[src/rtl/rct_pkg.sv]
package rct_pkg;
   typedef enum logic [1:0] {
      SRC_CLK   = 2'd0,
      SRC_DIV   = 2'd1,
      SRC_TICK  = 2'd2,
      SRC_PULSE = 2'd3
   } src_e;

   typedef enum logic [1:0] {
      EDGE_NONE = 2'd0,
      EDGE_RISE = 2'd1,
      EDGE_FALL = 2'd2,
      EDGE_BOTH = 2'd3
   } edge_e;

   localparam int FLAG_HI = 0;
   localparam int FLAG_LO = 1;
endpackage

[src/rtl/rct_srcsel.sv]
module rct_srcsel #(
   parameter int DIV_N = 12
) (
   input  logic       clk,
   input  logic       rst_n,
   input  logic       run_en,
   input  logic [1:0] src_sel,
   input  logic       tick_stb,
   input  logic       pulse_stb,
   output logic       adv
);
   import rct_pkg::*;

   localparam int DW = (DIV_N > 1) ? $clog2(DIV_N) : 1;
   localparam logic [DW-1:0] DIV_LAST = DW'(DIV_N - 1);

   if (DIV_N < 2) begin : g_bad_div
      $error("rct_srcsel: DIV_N must be at least 2");
   end

   logic [DW-1:0] div_q;
   logic          div_stb;
   logic          src_ok;

   always_ff @(posedge clk or negedge rst_n) begin
      if (!rst_n)
         div_q <= '0;
      else if (div_q == DIV_LAST)
         div_q <= '0;
      else
         div_q <= div_q + DW'(1);
   end

   assign div_stb = (div_q == DIV_LAST);

   always_comb begin
      case (src_sel)
         SRC_CLK:   src_ok = 1'b1;
         SRC_DIV:   src_ok = div_stb;
         SRC_TICK:  src_ok = tick_stb;
         default:   src_ok = pulse_stb;
      endcase
   end

   assign adv = run_en & src_ok;


   div_single_chk: assert property (@(posedge clk) disable iff (!rst_n)
      div_stb |=> !div_stb);
endmodule

[src/rtl/rct_edge.sv]
module rct_edge #(
   parameter int SYNC_N = 2
) (
   input  logic       clk,
   input  logic       rst_n,
   input  logic       cap_in,
   input  logic [1:0] cap_edge,
   output logic       cap_evt
);
   import rct_pkg::*;

   if (SYNC_N < 2) begin : g_bad_sync
      $error("rct_edge: SYNC_N must be at least 2");
   end

   logic [SYNC_N-1:0] sync_q;
   logic              prev_q;
   logic              lvl;
   logic              rise;
   logic              fall;

   for (genvar s = 0; s < SYNC_N; s++) begin : g_sync
      if (s == 0) begin : g_first
         always_ff @(posedge clk or negedge rst_n) begin
            if (!rst_n) sync_q[0] <= 1'b0;
            else        sync_q[0] <= cap_in;
         end
      end else begin : g_next
         always_ff @(posedge clk or negedge rst_n) begin
            if (!rst_n) sync_q[s] <= 1'b0;
            else        sync_q[s] <= sync_q[s-1];
         end
      end
   end

   assign lvl = sync_q[SYNC_N-1];

   always_ff @(posedge clk or negedge rst_n) begin
      if (!rst_n) prev_q <= 1'b0;
      else        prev_q <= lvl;
   end

   assign rise = lvl & ~prev_q;
   assign fall = ~lvl & prev_q;

   always_comb begin
      case (cap_edge)
         EDGE_RISE: cap_evt = rise;
         EDGE_FALL: cap_evt = fall;
         EDGE_BOTH: cap_evt = rise | fall;
         default:   cap_evt = 1'b0;
      endcase
   end


   evt_needs_change_chk: assert property (@(posedge clk) disable iff (!rst_n)
      cap_evt |-> (lvl != prev_q));
endmodule

[src/rtl/rct_core.sv]
module rct_core #(
   parameter int CNT_W = 16,
   parameter int LOW_W = 8
) (
   input  logic             clk,
   input  logic             rst_n,
   input  logic             mode_cap,
   input  logic             adv,
   input  logic             cap_evt,
   input  logic             wr_cnt,
   input  logic [CNT_W-1:0] cnt_wdata,
   input  logic             wr_rld,
   input  logic [CNT_W-1:0] rld_wdata,
   output logic [CNT_W-1:0] cnt,
   output logic [CNT_W-1:0] rld,
   output logic             wrap_evt,
   output logic             low_evt,
   output logic             cap_take
);
   logic             step;
   logic [CNT_W-1:0] cnt_nxt;

   assign step     = adv & ~wr_cnt;
   assign wrap_evt = step & (&cnt);
   assign low_evt  = step & (&cnt[LOW_W-1:0]);
   assign cap_take = mode_cap & cap_evt;

   always_comb begin
      if (wr_cnt)
         cnt_nxt = cnt_wdata;
      else if (wrap_evt)
         cnt_nxt = mode_cap ? '0 : rld;
      else if (step)
         cnt_nxt = cnt + CNT_W'(1);
      else
         cnt_nxt = cnt;
   end

   always_ff @(posedge clk or negedge rst_n) begin
      if (!rst_n) cnt <= '0;
      else        cnt <= cnt_nxt;
   end

   always_ff @(posedge clk or negedge rst_n) begin
      if (!rst_n)
         rld <= '0;
      else if (cap_take)
         rld <= cnt;
      else if (wr_rld)
         rld <= rld_wdata;
   end


   hold_when_idle_chk: assert property (@(posedge clk) disable iff (!rst_n)
      (!adv && !wr_cnt) |=> $stable(cnt));


   reload_on_wrap_chk: assert property (@(posedge clk) disable iff (!rst_n)
      (!mode_cap && adv && !wr_cnt && (&cnt)) |=> (cnt == $past(rld)));


   capture_pre_step_chk: assert property (@(posedge clk) disable iff (!rst_n)
      (mode_cap && cap_evt) |=> (rld == $past(cnt)));
endmodule

[src/rtl/rct_flags.sv]
module rct_flags (
   input  logic clk,
   input  logic rst_n,
   input  logic mode_cap,
   input  logic wrap_evt,
   input  logic low_evt,
   input  logic cap_take,
   input  logic low_ie,
   input  logic clr_hi,
   input  logic clr_lo,
   input  logic glb_ie,
   output logic flag_hi,
   output logic flag_lo,
   output logic irq_hi,
   output logic irq_lo
);
   import rct_pkg::*;

   logic [1:0] set_v;
   logic [1:0] clr_v;
   logic [1:0] flag_q;

   assign set_v[FLAG_HI] = mode_cap ? cap_take : wrap_evt;
   assign set_v[FLAG_LO] = mode_cap ? wrap_evt : (low_evt & low_ie);
   assign clr_v[FLAG_HI] = clr_hi;
   assign clr_v[FLAG_LO] = clr_lo;

   for (genvar f = 0; f < 2; f++) begin : g_flag
      always_ff @(posedge clk or negedge rst_n) begin
         if (!rst_n)
            flag_q[f] <= 1'b0;
         else if (set_v[f])
            flag_q[f] <= 1'b1;
         else if (clr_v[f])
            flag_q[f] <= 1'b0;
      end


      set_wins_chk: assert property (@(posedge clk) disable iff (!rst_n)
         set_v[f] |=> flag_q[f]);
   end

   assign flag_hi = flag_q[FLAG_HI];
   assign flag_lo = flag_q[FLAG_LO];
   assign irq_hi  = flag_hi & glb_ie;
   assign irq_lo  = flag_lo & glb_ie;
endmodule

[src/rtl/reload_capture_timer.sv]
module reload_capture_timer #(
   parameter int CNT_W  = 16,
   parameter int LOW_W  = 8,
   parameter int DIV_N  = 12,
   parameter int SYNC_N = 2
) (
   input  logic             clk,
   input  logic             rst_n,
   input  logic             run_en,
   input  logic             mode_cap,
   input  logic [1:0]       src_sel,
   input  logic             tick_stb,
   input  logic             pulse_stb,
   input  logic             cap_in,
   input  logic [1:0]       cap_edge,
   input  logic             low_ie,
   input  logic             glb_ie,
   input  logic             wr_cnt,
   input  logic [CNT_W-1:0] cnt_wdata,
   input  logic             wr_rld,
   input  logic [CNT_W-1:0] rld_wdata,
   input  logic             clr_hi,
   input  logic             clr_lo,
   output logic [CNT_W-1:0] count_o,
   output logic [CNT_W-1:0] reload_o,
   output logic             flag_hi,
   output logic             flag_lo,
   output logic             irq_hi,
   output logic             irq_lo
);
   if (LOW_W < 1 || LOW_W >= CNT_W) begin : g_bad_width
      $error("reload_capture_timer: LOW_W must lie in 1..CNT_W-1");
   end

   logic adv;
   logic cap_evt;
   logic wrap_evt;
   logic low_evt;
   logic cap_take;

   rct_srcsel #(.DIV_N(DIV_N)) u_src (
      .clk       (clk),
      .rst_n     (rst_n),
      .run_en    (run_en),
      .src_sel   (src_sel),
      .tick_stb  (tick_stb),
      .pulse_stb (pulse_stb),
      .adv       (adv)
   );

   rct_edge #(.SYNC_N(SYNC_N)) u_edge (
      .clk      (clk),
      .rst_n    (rst_n),
      .cap_in   (cap_in),
      .cap_edge (cap_edge),
      .cap_evt  (cap_evt)
   );

   rct_core #(.CNT_W(CNT_W), .LOW_W(LOW_W)) u_core (
      .clk       (clk),
      .rst_n     (rst_n),
      .mode_cap  (mode_cap),
      .adv       (adv),
      .cap_evt   (cap_evt),
      .wr_cnt    (wr_cnt),
      .cnt_wdata (cnt_wdata),
      .wr_rld    (wr_rld),
      .rld_wdata (rld_wdata),
      .cnt       (count_o),
      .rld       (reload_o),
      .wrap_evt  (wrap_evt),
      .low_evt   (low_evt),
      .cap_take  (cap_take)
   );

   rct_flags u_flags (
      .clk      (clk),
      .rst_n    (rst_n),
      .mode_cap (mode_cap),
      .wrap_evt (wrap_evt),
      .low_evt  (low_evt),
      .cap_take (cap_take),
      .low_ie   (low_ie),
      .clr_hi   (clr_hi),
      .clr_lo   (clr_lo),
      .glb_ie   (glb_ie),
      .flag_hi  (flag_hi),
      .flag_lo  (flag_lo),
      .irq_hi   (irq_hi),
      .irq_lo   (irq_lo)
   );


   capture_wrap_keeps_reload_chk: assert property (@(posedge clk) disable iff (!rst_n)
      (mode_cap && wrap_evt && !cap_evt && !wr_rld) |=> ((count_o == '0) && $stable(reload_o)));
endmodule

[config.mk]
export PLATFORM = sky130hd
export DESIGN_NAME = reload_capture_timer
export DESIGN_NICKNAME = d
export VERILOG_FILES = /design/src/rtl/rct_pkg.sv /design/src/rtl/rct_srcsel.sv /design/src/rtl/rct_edge.sv /design/src/rtl/rct_core.sv /design/src/rtl/rct_flags.sv /design/src/rtl/reload_capture_timer.sv
export SDC_FILE = /design/constraint.sdc
export NUM_CORES = 1
export LEC_CHECK = 0
export BUFFER_PORTS_ARGS = -buffer_cell sky130_fd_sc_hd__buf_2
export CORE_UTILIZATION = 50
export DETAILED_ROUTE_END_ITERATION = 7
export GPL_TIMING_DRIVEN = 0
export PLACE_DENSITY = 0.8
export SETUP_SLACK_MARGIN = 0.3
export SYNTH_ARGS = -nofsm -noshare
export SYNTH_HDL_FRONTEND = slang
export SYNTH_HIERARCHICAL = 1
export SYNTH_SLANG_ARGS = --single-unit
[constraint.sdc]
create_clock -name clk -period 2.42 [get_ports clk]
set_input_delay 0.726 -clock clk [delete_from_list [all_inputs] [get_ports clk]]
set_output_delay 0.726 -clock clk [all_outputs]
set_load 0.03 [all_outputs]
## Word level (Yosys, flattened, before mapping)

Index checks and enable logic that the tools add are counted.

| operators by class | value |
|---|---|
| add/sub/neg operators | 2 |
| multiplexer cells | 15 |
| bitwise gates (word level) | 14 |
| reductions and logical operators | 7 |
| eq/ne operators | 6 |

Operators by type and width:

| cell | number |
|---|---|
| $mux 16 | 6 |
| $add 16x1->16 const B | 1 |
| $reduce_and 16->1 | 1 |
| $and 1x1->1 | 10 |
| $reduce_and 8->1 | 1 |
| $eq 2x2->1 const B | 3 |
| $mux 1 | 6 |
| $pmux 1 s3 | 2 |
| $reduce_bool 2->1 | 3 |
| $add 4x1->4 const B | 1 |
| $eq 2x1->1 const B | 2 |
| $eq 4x4->1 const B | 1 |
| $mux 4 | 1 |
| $not 1->1 | 3 |
| $reduce_bool 3->1 | 1 |
| $logic_not 2->1 | 1 |
| $or 1x1->1 | 1 |

| word-level totals | value |
|---|---|
| output and inout port bits | 36 |
| flip-flop bits (word level) | 41 |
| word-level logic and storage cells | 52 |

## Logic depth before layout (Yosys ltp)

| logic depth | value |
|---|---|
| word-level depth | 8 |
| depth in mapped cells | 11 |
| depth with buffers taken out | 10 |

## Cells and area by module

Netlist, hierarchy kept.

Modules (own cells, without submodules):

| module | area each (um^2) | times used | sequential area each (um^2) | cells each |
|---|---|---|---|---|
| rct_core | 1951.9 | 1 | 800.8 | 225 |
| rct_srcsel | 200.2 | 1 | 100.1 | 17 |
| rct_edge | 133.9 | 1 | 75.1 | 12 |
| rct_flags | 101.3 | 1 | 50.0 | 11 |

## Worst setup path before layout

OpenSTA, ideal clock, no wires.

| path | value |
|---|---|
| kind | input to register |
| start | input src_sel[0] |
| end | register u_core.cnt[9] |
| stages | 10 |
| arrival | 2085 ps |
| required time | 2285 ps |
| path slack | 201 ps |
| setup time | 135 ps |
| cells stage by stage | mux2i_1 > nand2_1 > o211a_1 > clkbuf_1 > inv_1 > nor2_1 > clkbuf_1 > o21ai_0 > o32ai_1 > a211oi_1 |

| on the way | value |
|---|---|
| cells in the longest elaborated chain, start to end | 7 |

Ends and longest elaborated chain:

| what | RTL line | source |
|---|---|---|
| from (decl) | reload_capture_timer.sv:11 | `input logic [1:0] src_sel,` |
| $eq 2x2->1 (tied with other cells) | rct_srcsel.sv:37 | `case (src_sel)` |
| $pmux 1 s3 (*) | rct_srcsel.sv:37 |  |
| $and 1x1->1 (*) | rct_srcsel.sv:45 | `assign adv = run_en & src_ok;` |
| named net adv | reload_capture_timer.sv:35 | `logic adv;` |
| $and 1x1->1 (*) | rct_core.sv:23 | `assign step = adv & ~wr_cnt;` |
| $and 1x1->1 | rct_core.sv:24 | `assign wrap_evt = step & (&cnt);` |
| $mux 16 | rct_core.sv:31 | `else if (wrap_evt)` |
| $mux 16 | rct_core.sv:29 | `if (wr_cnt)` |
| to (signal assigned) | rct_core.sv:41 | `else cnt <= cnt_nxt;` |
| to (decl) | rct_core.sv:14 | `output logic [CNT_W-1:0] cnt,` |

The timed path passes the listed nets; every way through them passes the cells marked *.
A chain may end at the register's enable or synchronous reset.

## Worst setup path in the final report

| path | value |
|---|---|
| start | register u_core.cnt[0] |
| end | register u_core.cnt[4] |

| on the way | value |
|---|---|
| cells in the longest elaborated chain, start to end | 4 |

Ends and longest elaborated chain:

| what | RTL line |
|---|---|
| $add 16x1->16 / $reduce_and 16->1 (equally long branches) | rct_core.sv:34, rct_core.sv:24 |
| $mux 16 / $and 1x1->1 (equally long branches) | rct_core.sv:33, rct_core.sv:24 |
| $mux 16 | rct_core.sv:31 |
| $mux 16 | rct_core.sv:29 |

Parallel ways exist; a longest one is shown, timed or not. The select of a mux whose other input is x is not followed.

==> results.txt <==
crit end category: flip-flop
Port-buffer cells: 82
Clock Latency Late Sink: 300 ps
Core Region: 0.00447 mm^2
ordered cell list for the critical path: ha_4 -> nand4_1 -> or4_1 -> buf_4 -> nor3_4 -> buf_6 -> a311oi_1 -> a21oi_1
Max-slew headroom: 39.4%
post-CTS clock slew at the launch and capture registers of the worst setup and hold paths: 80 ps
critical register-to-register path startpoint: u_core/cnt[0]
TritonCTS buffer count: 5
Layout Skew: 5.29 ps
Final Worst Setup Slack: 335 ps
power density over the cells: 613 mW/mm^2
nature of the critical path startpoint: flip-flop
Hold Vio Cnt, Final: 0
worst hold margin: 359 ps
HPWL after DPL: 4780 um
standby leakage power: 1.39 nW
detailed-router iteration count before antenna repair: 7
layout overhead on the synthesized area: 28.4%
post-route DRC violation count: 5
fraction of post-synthesis cell area in the top cell type by area: 43.0%
setup slack after placement: -214 ps
Final Max Tran Viols: 0
hold path depth: 0
Yosys warning count: 6
width of the die: 71.1 um
detail-routed net length per standard cell: 16.7 um
part of the Yosys area used for sequential elements: 43.0%
number of nets in the layout: 412
FF-to-FF End: u_core/cnt[4]
CP Data Required Time: 2640 ps
Sink Count: 41
number of distinct library cell variants in the gate-level netlist after synthesis: 44
area of the mapped netlist: 0.00239 mm^2
commonest cells after routing, fill and taps aside: sky130_fd_sc_hd__buf_2 (83), sky130_fd_sc_hd__dfrtp_1 (36), sky130_fd_sc_hd__nand2_1 (32)
maximum clock rate: 0.480 GHz
# rows: 24
actual slew at the worst max-slew pin: 909 ps
total wirelength of the detailed-routed design: 6890 um
setup TNS after final layout: 0 ps
worst min-delay path class: reg -> reg
clk buf depth: 2
CTS root buffer: sky130_fd_sc_hd__clkbuf_8
initial drt markers: 334
DIE HEIGHT: 71.1 um
post-route ant nets: 0
largest fanout of any net on the critical path: 6
number of setup violations in the final report: 0
dominant register cell in the synthesized netlist: sky130_fd_sc_hd__dfrtp_1
level count of the clock H-tree: 2
number of flops mapped to enable cells by yosys: 0
Worst Hold Path EP: u_edge/lvl
number of antenna repair diodes: 0
cell count after synthesis: 265
post-synthesis area per instance: 9.01 um^2
pin count of the biggest net entering global routing: 42
dpl cells: 399
utilization after layout: 68.5%
combined global-route utilization of all metal layers: 28.2%
maximum cell stage delay along the critical path: 530 ps
number of buffers inserted by hold repair at cts: 0
number of global-route vias before repair: 2182
worst supply voltage drop on vdd: 0.456 mV
clock tree from TritonCTS: done
RSZ-0062 raised after global routing: yes
share of the clock period used by the worst path after layout: 86.2%
Worst Reg2Reg Path Length in Cells: 8
source of the worst hold timing path: u_edge/sync_q[0]
final instance count without filler cells: 412
data arrival time at the worst-slack endpoint: 2310 ps
setup slack of the worst register-to-register path: 330 ps
overall via count from detail_route: 2435
violations in the final reports: DRC
worst setup path start: u_core/cnt[0]
worst setup path class: reg -> reg
number of synthesized register bits: 41
I/O pin count: 85
global-route wire length before repair: 10900 um
placer's final routability congestion estimate: 0.891
share of cells above drive strength 1: 32.5%
total global routing overflow: 0
MaxCap Viol Count: 0
full die area: 0.00506 mm^2
result of the run: complete, but fails checks
leading cell type in the layout, fill and taps excluded: sky130_fd_sc_hd__buf_2
number of nets in the synthesized netlist: 318
starting density of the core: 53.4%
DR vias/cell: 5.91
cell taking the most area after synthesis: sky130_fd_sc_hd__dfrtp_1
initial antenna violation count: 0
most area-consuming cells after synthesis: sky130_fd_sc_hd__dfrtp_1 (43%), sky130_fd_sc_hd__mux2i_1 (7.5%), sky130_fd_sc_hd__o21ai_0 (5.2%), sky130_fd_sc_hd__nand2_1 (5.0%), sky130_fd_sc_hd__xnor2_1 (4.0%)
critical-path cell with the highest stage delay: sky130_fd_sc_hd__or4_1
proportion of register bits with asynchronous set or reset after synthesis: 100%
Final min period: 2090 ps
power breakdown:
part	switching (W)	internal [W]
logic	0.000350	0.000198
registers	0.000103	0.000762
clock network	0.000233	0.000233
critical path, delay by kind of cell (launching register included):
family / cells / cell delay (ps)
flip-flops: 1 / 390
adder cells (fa/ha/maj): 1 / 160
buffers and inverters: 2 / 310
AO/OA/AOI/OAI: 2 / 240
AND/OR/NAND/NOR: 3 / 890
synthesized netlist by cell type (3+ instances only):
cell type / n
sky130_fd_sc_hd__a211oi_1: 3
sky130_fd_sc_hd__a21oi_1: 13
sky130_fd_sc_hd__a31oi_1: 6
sky130_fd_sc_hd__and2_1: 3
sky130_fd_sc_hd__buf_2: 3
sky130_fd_sc_hd__clkbuf_1: 13
sky130_fd_sc_hd__dfrtp_1: 41
sky130_fd_sc_hd__ha_1: 4
sky130_fd_sc_hd__inv_1: 14
sky130_fd_sc_hd__mux2i_1: 18
sky130_fd_sc_hd__nand2_1: 32
sky130_fd_sc_hd__nand3_1: 5
sky130_fd_sc_hd__nand3b_1: 3
sky130_fd_sc_hd__nand4_1: 5
sky130_fd_sc_hd__nor2_1: 20
sky130_fd_sc_hd__nor2b_1: 5
sky130_fd_sc_hd__nor3b_1: 6
sky130_fd_sc_hd__nor4_1: 3
sky130_fd_sc_hd__o21ai_0: 25
sky130_fd_sc_hd__o21ai_1: 3
sky130_fd_sc_hd__o32ai_1: 3
sky130_fd_sc_hd__xnor2_1: 11
sky130_fd_sc_hd__xor2_1: 3
worst max path at each step:
stage               endpoint  slack, ps  depth (start not counted)
6_report       u_core/cnt[4]        330                          8
3_5_place_dp   u_core/cnt[9]       -210                         11
4_1_cts        u_core/cnt[9]        310                         11
5_1_grt        u_core/cnt[1]        270                          7
3_3_place_gp   u_core/cnt[9]       -160                         11
2_1_floorplan  u_core/cnt[9]        310                         10
area by class of cell:
type,instances,area [um^2]
timing repair buffer,87,455
fill,356,1410
clock buffer,8,90.1
multi-input combinational,193,1280
buffer,17,88.8
inverter,14,55.1
tap,52,65.1
sequential,41,1030
metrics by stage:
| stage | total power (W) | cell area (um^2) |
|---|---|---|
| floorplan | 0.00119 | 2390 |
| global placement | 0.00138 | 2870 |
| detailed placement | 0.00139 | 2870 |
| CTS | 0.00186 | 3000 |
| global route | 0.00197 | 3060 |
| finish | 0.00188 | 3060 |
flip-flops by register name (all words and copies together) (netlist names):
| name | cells |
|---|---|
| u_core/cnt | 16 |
| u_core/rld | 16 |
| u_edge/lvl | 1 |
| u_edge/prev_q | 1 |
| u_edge/sync_q | 1 |
| u_flags/flag_hi | 1 |
| u_flags/flag_lo | 1 |
| u_src/div_q | 4 |
what timing repair did:
action                                 in CTS  in global routing
setup buffers                               4                  1
setup endpoints to repair                  16                 18
resized for setup                           6                 21
pin swaps                                   1                  4
endpoints found under the hold margin       0                  0
cell families after synthesis:
| family | after synthesis | synth area share (%) |
|---|---|---|
| adder cells (fa/ha/maj) | 4 | 2.10 |
| AND/OR/NAND/NOR | 94 | 21.2 |
| flip-flops | 41 | 43.0 |
| XOR/XNOR | 14 | 5.14 |
| multiplexers | 18 | 7.55 |
| buffers and inverters | 31 | 5.03 |
| AO/OA/AOI/OAI | 63 | 16.0 |
layer usage:
metal	vias to the layer above	global-route usage (%)	wire length, um
met4	0	12.2	129
met1	1165	38.8	2770
met3	16	4.70	582
met2	139	44.1	3410
li1	1115	-	-
met5	-	0	0
(Power assumes the default switching activity.)
